[src/rtl/periph_seq.sv]
module periph_seq #(
  parameter int IDX_W = 6,
  parameter int SETTLE_CYCLES = 250000,
  localparam int CNT_W = $clog2(SETTLE_CYCLES + 1)
) (
  input  logic             clk,
  input  logic             rst_n,
  input  logic             en_req,
  input  logic             dis_req,
  input  logic [IDX_W-1:0] clk_idx,
  input  logic [IDX_W:0]   rst_idx,
  input  logic             inv_pol,
  input  logic             gnt,
  input  logic             clk_bit,
  input  logic             rst_bit,
  output logic             busy,
  output logic             done,
  output logic             cmd_vld,
  output logic             cmd_clk,
  output logic             cmd_set,
  output logic [IDX_W-1:0] cmd_idx,
  output logic             is_en
);
  typedef enum logic [2:0] {S_IDLE, S_ARST, S_CLKON, S_WAIT, S_DRST, S_CLKOFF, S_DONE} st_t;
  localparam logic [CNT_W-1:0] SETTLE_LD = CNT_W'(SETTLE_CYCLES);

  st_t              st;
  logic [CNT_W-1:0] cnt;
  logic [IDX_W-1:0] c_idx, r_idx;
  logic             inv_q, nores_q;

  assign is_en = (inv_pol ? clk_bit : ~clk_bit) & (rst_idx[IDX_W] | ~rst_bit);

  always_ff @(posedge clk or negedge rst_n) begin
    if (!rst_n) begin
      st      <= S_IDLE;
      cnt     <= '0;
      c_idx   <= '0;
      r_idx   <= '0;
      inv_q   <= 1'b0;
      nores_q <= 1'b0;
    end else begin
      case (st)
        S_IDLE: if (en_req || dis_req) begin
          c_idx   <= clk_idx;
          r_idx   <= rst_idx[IDX_W-1:0];
          inv_q   <= inv_pol;
          nores_q <= rst_idx[IDX_W];
          if (en_req) st <= is_en ? S_DONE : (rst_idx[IDX_W] ? S_CLKON : S_ARST);
          else        st <= S_CLKOFF;
        end
        S_ARST:  if (gnt) st <= S_CLKON;
        S_CLKON: if (gnt) begin
          st  <= nores_q ? S_DONE : S_WAIT;
          cnt <= SETTLE_LD;
        end
        S_WAIT: begin
          cnt <= cnt - 1'b1;
          if (cnt == CNT_W'(1)) st <= S_DRST;
        end
        S_DRST, S_CLKOFF: if (gnt) st <= S_DONE;
        default: st <= S_IDLE;
      endcase
    end
  end

  assign cmd_clk = (st == S_CLKON) | (st == S_CLKOFF);
  assign cmd_vld = gnt & (cmd_clk | (st == S_ARST) | (st == S_DRST));
  assign cmd_set = (st == S_ARST) | ((st == S_CLKON) & inv_q) | ((st == S_CLKOFF) & ~inv_q);
  assign cmd_idx = cmd_clk ? c_idx : r_idx;
  assign busy    = (st != S_IDLE) & (st != S_DONE);
  assign done    = (st == S_DONE);
endmodule

[config.mk]
export PLATFORM = sky130hd
export DESIGN_NAME = periph_seq
export DESIGN_NICKNAME = d
export VERILOG_FILES = /design/src/rtl/periph_seq.sv
export SDC_FILE = /design/constraint.sdc
export NUM_CORES = 1
export LEC_CHECK = 0
export BUFFER_PORTS_ARGS = -buffer_cell sky130_fd_sc_hd__buf_2
export CORE_ASPECT_RATIO = 1.4
export CORE_MARGIN = 4
export CORE_UTILIZATION = 35
export DETAILED_ROUTE_END_ITERATION = 7
export HOLD_SLACK_MARGIN = 0.12
export PLACE_DENSITY_LB_ADDON = 0.15
export SLEW_MARGIN = 20
export SYNTH_ARGS = -nofsm -noshare
export SYNTH_HDL_FRONTEND = slang
export SYNTH_SLANG_ARGS = --single-unit
[constraint.sdc]
create_clock -name clk -period 2.4 [get_ports clk]
set_input_delay 0.36 -clock clk [delete_from_list [all_inputs] [get_ports clk]]
set_output_delay 0.36 -clock clk [all_outputs]
set_load 0.1 [all_outputs]
==> summary.txt, run 1 <==
Drt
  – Drt via density: 5.414
  – First DRT Iteration DRCs: 38
  – Final antenna-violating net count: 0
  – Via Count: 1505
  – Final WL: 4168 um
  – DRC Markers: 0
  – Routed wire per std cell: 14.99 um
  – 1st-pass router iterations: 4

Logic synthesis
  – EDFF count, synth: 0
  – Synth Area per Inst: 10.66 um2
  – Largest family of logic cells by synthesized area: simple AND/OR/NAND/NOR gates
  – Synth top area cells: dfrtp_1 (46%), mux2_2 (12%), o21ai_0 (2.9%)
  – Mux cell area share after synthesis: 13.98%
  – Synth area leader: dfrtp_1
  – Primary FF master, synth: dfrtp_1
  – XOR/XNOR Fraction of Synth Area: 1.385%
  – Synth Area in Adders: 1.319%
  – Flops & latches, synth: 35
  – Yosys warns: 0
  – Netlist Area Pre-Place: 1897 um2
  – Compound-gate portion of the synthesized area: 15.11%
  – Cell with the most instances after synthesis: dfrtp_1
  – Area share of the largest cell type after synthesis: 46.17%
  – Syn Inst Count: 178
  – FFs w/ async S/R, synth: 100.0%
  – Synth cell types: 49
  – Synth top cells by count: dfrtp_1 (35), mux2_2 (20), nor2_1 (13), o21ai_0 (11)
  – Net count after synthesis: 201
  – Post-synthesis sequential area ratio: 46.17%
  – Post-Synth Simple-Gate Area: 18.87%

Clock tree
  – Post-CTS Setup Bufs: 0
  – Post-CTS sizing: 0
  – H-tree Lvls: 2
  – Largest buffer count on any clock path: 2
  – Hold Buf Count CTS: 0
  – Clock latency at the later pin of the worst-skew pair: 0.28 ns
  – Clock buffer count from CTS: 5
  – Root Buffer: clkbuf_8
  – CTS Sinks: 35
  – TritonCTS clock tree: yes
  – Clock-pin slew on the worst setup and hold paths: 0.07 ns

Critical path
  – Reg2Reg Depth: 4
  – CP startpoint kind: register
  – CP max FO: 11
  – FF-to-FF Start: st[0]
  – CP arrival: 1.89 ns
  – CP Data Required Time: 2.04 ns
  – Crit path kind: reg -> out
  – RR Endpoint: cnt[5]
  – Crit path capture type: output pin
  – R2R setup slack: 0.52 ns

Timing
  – Final setup viols: 0
  – Least-Margin Pin Slew: 0.8152 ns
  – RSZ-0062 raised after global routing: no
  – Crit share post-route: 93.89%
  – Final worst path period need: 2.253 ns
  – Fin. max-slew vios: 0
  – Hold Vio Cnt, Final: 0
  – Clock skew: 0.004241 ns
  – Slew margin rel.: 45.65%
  – Max Clock Freq: 0.4438 GHz
  – TNS Setup: 0 ns

Global routing
  – Initial antenna violation count: 0
  – Grt ovf: 0
  – Largest net degree at the start of global routing: 36
  – First-pass GRT wire length: 7438 um
  – Vias in the first global route: 1587
  – Total GRT Usage: 13.86%

Place
  – Detailed placement HPWL: 3158 um
  – GP Congestion: 0.7314
  – Port Buffer Count: 32

Die
  – Row count: 31
  – Core Area: 5197 um2
  – Die H: 95.11 um
  – # IOs: 33
  – Initial Utilization: 36.49%
  – Die area: 6678 um2
  – Die Span X: 70.22 um

Layout
  – Register Area: 875.8 um2
  – Final nets: 234
  – Area of the multi-input gates: 973.4 um2
  – Layout fillers: 529
  – Layout cells sized above 1: 34.43%
  – Layout area overhead: 19.85%
  – N_diodes: 0

Min path
  – Worst Hold Class: in -> async

Flow run
  – MaxCap Viol Count: 0

Run status
  – Outcome: completed
==> routing by layer <==
metal	wire [um]	track usage (%)	vias to the layer above
met5	0	0	-
met4	42	4.153	0
met3	163	3.481	6
met2	2216	24.84	28
met1	1747	16.33	739
li1	-	-	732
==> registers in the layout (all words and copies together), names as in the netlist <==
name     cells
c_idx        6
cnt         18
inv_q        1
nores_q      1
r_idx        6
st           3
==> layout by cell type (no fill, tap or decap), drive strengths merged, types with 3 or more instances in the layout <==
cell type,instances
a21oi,3
and2,4
buf,37
clkbuf,6
dfrtp,35
inv,3
mux2,20
mux2i,4
nand2,6
nand2b,3
nand3,3
nor2,14
nor3b,4
nor4,6
o211ai,5
o21ai,12
o311ai,3
o31ai,4
o41ai,3
or3,3
or4,3
==> final cells by class <==
cell class                      count  area share [%]
Sequential cell                    35           38.53
Tap cell                           66           3.632
Multi-Input combinational cell    129           42.82
Inverter                            3          0.4953
Clock buffer                        6           3.192
Timing Repair Buffer               37           8.696
Clock inverter                      2           2.642
==> worst max-delay path, stage by stage, from the launching register on <==
cell and delay (ns):
dfrtp_1 0.48, inv_1 0.17, nand3_1 0.14, o21ai_4 0.16, mux2_2 0.37, buf_2 0.29
==> per-stage QoR <==
| step | std cells | setup WS (ns) | cell area, um2 | hold WS [ns] | util (%) |
|---|---|---|---|---|---|
| 2_1_floorplan | 178 | 0.01116 | 1909 | 0.06441 | - |
| 3_3_place_gp | 270 | 0.4906 | 2141 | 0.4818 | 41.19 |
| 3_5_place_dp | 270 | 0.4483 | 2141 | 0.4928 | 41.19 |
| 4_1_cts | 278 | 0.1219 | 2273 | 0.1957 | 43.74 |
| 5_1_grt | 278 | 0.02623 | 2273 | 0.2361 | 43.74 |
| 6_report | 278 | 0.1467 | 2273 | 0.1670 | 43.74 |
==> cells by family after synthesis <==
kind of cell / count (synthesis)
and+or+nand+nor: 60
xor gates and xnor gates: 3
AOI/OAI and AO/OA: 40
buffers and inverters: 14
adders and majority gates: 2
DFF: 35
muxes: 24
==> worst max path at each step <==
stage / from / endpoint / slack (ns) / cells after the start
2_1_floorplan: st[1] / cmd_idx[0] / 0.01 / 5
3_3_place_gp: st[1] / cmd_idx[3] / 0.49 / 5
3_5_place_dp: st[1] / cmd_idx[5] / 0.45 / 5
4_1_cts: st[1] / cmd_idx[5] / 0.12 / 5
5_1_grt: st[1] / cmd_idx[1] / 0.03 / 5
6_report: st[1] / cmd_idx[5] / 0.15 / 5
Power of run 1 is not shown: default switching activity piles up to over one toggle a cycle in this logic, so the estimate is an artifact.
==> run 2: changes to the inputs <==
--- a/config.mk
+++ b/config.mk
@@ -11,7 +11,7 @@
 export CORE_UTILIZATION = 35
 export DETAILED_ROUTE_END_ITERATION = 7
 export HOLD_SLACK_MARGIN = 0.12
-export PLACE_DENSITY_LB_ADDON = 0.15
+export PLACE_DENSITY_LB_ADDON = 0.25
 export SLEW_MARGIN = 20
 export SYNTH_ARGS = -nofsm -noshare
 export SYNTH_HDL_FRONTEND = slang
==> run 2 against run 1 <==
  * Utilization is 0.48 points lower
  * Non-clock buffer count stayed put
  * Via count hardly changed
  * Critical path depth is 1 lower
  * Register-to-register slack worse by 0.03 ns
  * Clock-buffer cell count is 1 lower
  * Sequential share of layout area is 0.54 points higher
  * Critical path type unchanged
  * Highest routed layer unchanged
==> summary.txt, run 2 (same netlist as run 1, synthesis figures left out) <==
Global routing
  – Grt ovf: 0
  – Total GRT Usage: 12.35%
  – Largest net degree at the start of global routing: 36
  – First-pass GRT wire length: 6713 um
  – Vias in the first global route: 1458
  – Initial antenna violation count: 0

Timing
  – Final setup viols: 0
  – Fin. max-slew vios: 0
  – Hold Vio Cnt, Final: 0
  – Least-Margin Pin Slew: 0.7766 ns
  – Slew margin rel.: 48.23%
  – Clock skew: 0.004735 ns
  – Crit share post-route: 95.49%
  – TNS Setup: 0 ns
  – Final worst path period need: 2.292 ns
  – Max Clock Freq: 0.4363 GHz
  – RSZ-0062 raised after global routing: no

Critical path
  – Crit path kind: reg -> out
  – CP arrival: 1.93 ns
  – R2R setup slack: 0.49 ns
  – RR Endpoint: c_idx[0]
  – CP bufs+invs: 1
  – FF-to-FF Start: st[0]
  – CP Data Required Time: 2.04 ns
  – CP startpoint kind: register
  – Crit-path max cell delay: 0.48 ns
  – Number of cells on the critical path: 4
  – Crit path capture type: output pin
  – Reg2Reg Depth: 5
  – Worst path cell trace: nand2b_1, o21ai_4, mux2_2, buf_2
  – CP max FO: 13
  – Cell family with most CP delay: flip-flops
  – Crit path max-delay cell type: dfrtp_2

Layout
  – Most common cell after layout, fill and taps aside: dfrtp_1
  – Register name with the most flops: cnt
  – Design Area, Final: 2248 um2
  – Final nets: 234
  – Layout cells sized above 1: 35.85%
  – N_diodes: 0
  – Max FFs per register: 18
  – Most frequent cells in the layout: dfrtp_1 (33), buf_2 (27), mux2_2 (20)
  – Layout fillers: 541
  – Layout area overhead: 18.54%
  – Largest regs: cnt x18, c_idx x6, r_idx x6

Flow run
  – MaxCap Viol Count: 0

Clock tree
  – Post-CTS Setup Bufs: 0
  – Largest buffer count on any clock path: 2
  – Root Buffer: clkbuf_8
  – CTS Sinks: 35
  – Clock latency at the later pin of the worst-skew pair: 0.29 ns
  – Clock buffer count from CTS: 5
  – Hold Buf Count CTS: 0
  – Clock-pin slew on the worst setup and hold paths: 0.08 ns
  – TritonCTS clock tree: yes
  – H-tree Lvls: 2

Die
  – Die H: 95.11 um
  – Core Area: 5197 um2
  – # IOs: 33
  – Die Span X: 70.22 um
  – Row count: 31
  – Die area: 6678 um2
  – Initial Utilization: 36.49%

Run status
  – Outcome: completed

Drt
  – DRC Markers: 0
  – Routed wire per std cell: 14.21 um
  – Final WL: 3949 um
  – First DRT Iteration DRCs: 51
  – 1st-pass router iterations: 4
  – Final antenna-violating net count: 0
  – Via Count: 1506
  – Drt via density: 5.417

Place
  – GP Congestion: 0.7327
  – Detailed placement HPWL: 2814 um
  – Port Buffer Count: 32
  – Placed instance area: 2141 um2

Min path
  – Worst Hold Class: in -> async
run 2: cell count changes in the layout (fill, tap and decap cells not counted), moves of 2 or more:
| cell | before | now |
|---|---|---|
| buf_2 | 32 | 27 |
| bufinv_16 | 2 | 0 |
| clkbuf_4 | 0 | 5 |
| clkinvlp_4 | 0 | 2 |
| dfrtp_1 | 35 | 33 |
| dfrtp_2 | 0 | 2 |
run 2: worst reg2reg max path: stages (launching register included):
cell and delay (ns):
dfrtp_1 0.48, buf_4 0.22, or3_1 0.40, nor2_2 0.11, buf_4 0.22, mux2_2 0.37
run 2: final cells by class:
type | count | area (um2) | area share [%]
tap | 66 | 82.58 | 3.673
timing repair buffer | 37 | 210.2 | 9.349
multi-input combinational | 129 | 973.4 | 43.29
clock buffer | 5 | 68.82 | 3.061
sequential | 35 | 878.3 | 39.07
clock inverter | 3 | 23.77 | 1.057
inverter | 3 | 11.26 | 0.5008
run 2: worst max path at each step:
stage / from / to / slack (ns)
global placement: st[2] / cmd_idx[2] / 0.42
floorplan: st[1] / cmd_idx[0] / 0.01
global route: st[2] / cmd_idx[1] / 0.01
finish: st[2] / cmd_idx[5] / 0.11
CTS: st[2] / cmd_idx[0] / 0.06
detailed placement: st[2] / cmd_idx[0] / 0.40
run 2: repair_timing:
item | 4_1_cts | 5_1_grt
endpoints found under the hold margin | 0 | 0
endpoints found under the setup margin | 0 | 6
gates resized for setup | 0 | 7
run 2: layer usage:
layer,global-route usage (%),routed length [um],up-vias
li1,-,-,734
met1,14.90,1765,735
met2,22.16,2000,33
met3,3.059,148,4
met4,2.875,34,0
met5,0,0,-
run 2: through the flow:
stage / setup WS (ns) / std cells / hold WS [ns] / utilization, %
2_1_floorplan: 0.01116 / 178 / 0.06441 / -
3_3_place_gp: 0.4212 / 270 / 0.4876 / 41.19
3_5_place_dp: 0.4012 / 270 / 0.4918 / 41.19
4_1_cts: 0.05813 / 278 / 0.1767 / 42.97
5_1_grt: 0.01014 / 278 / 0.2041 / 43.26
6_report: 0.1082 / 278 / 0.1445 / 43.26
Power of run 2 is left out for the same reason.
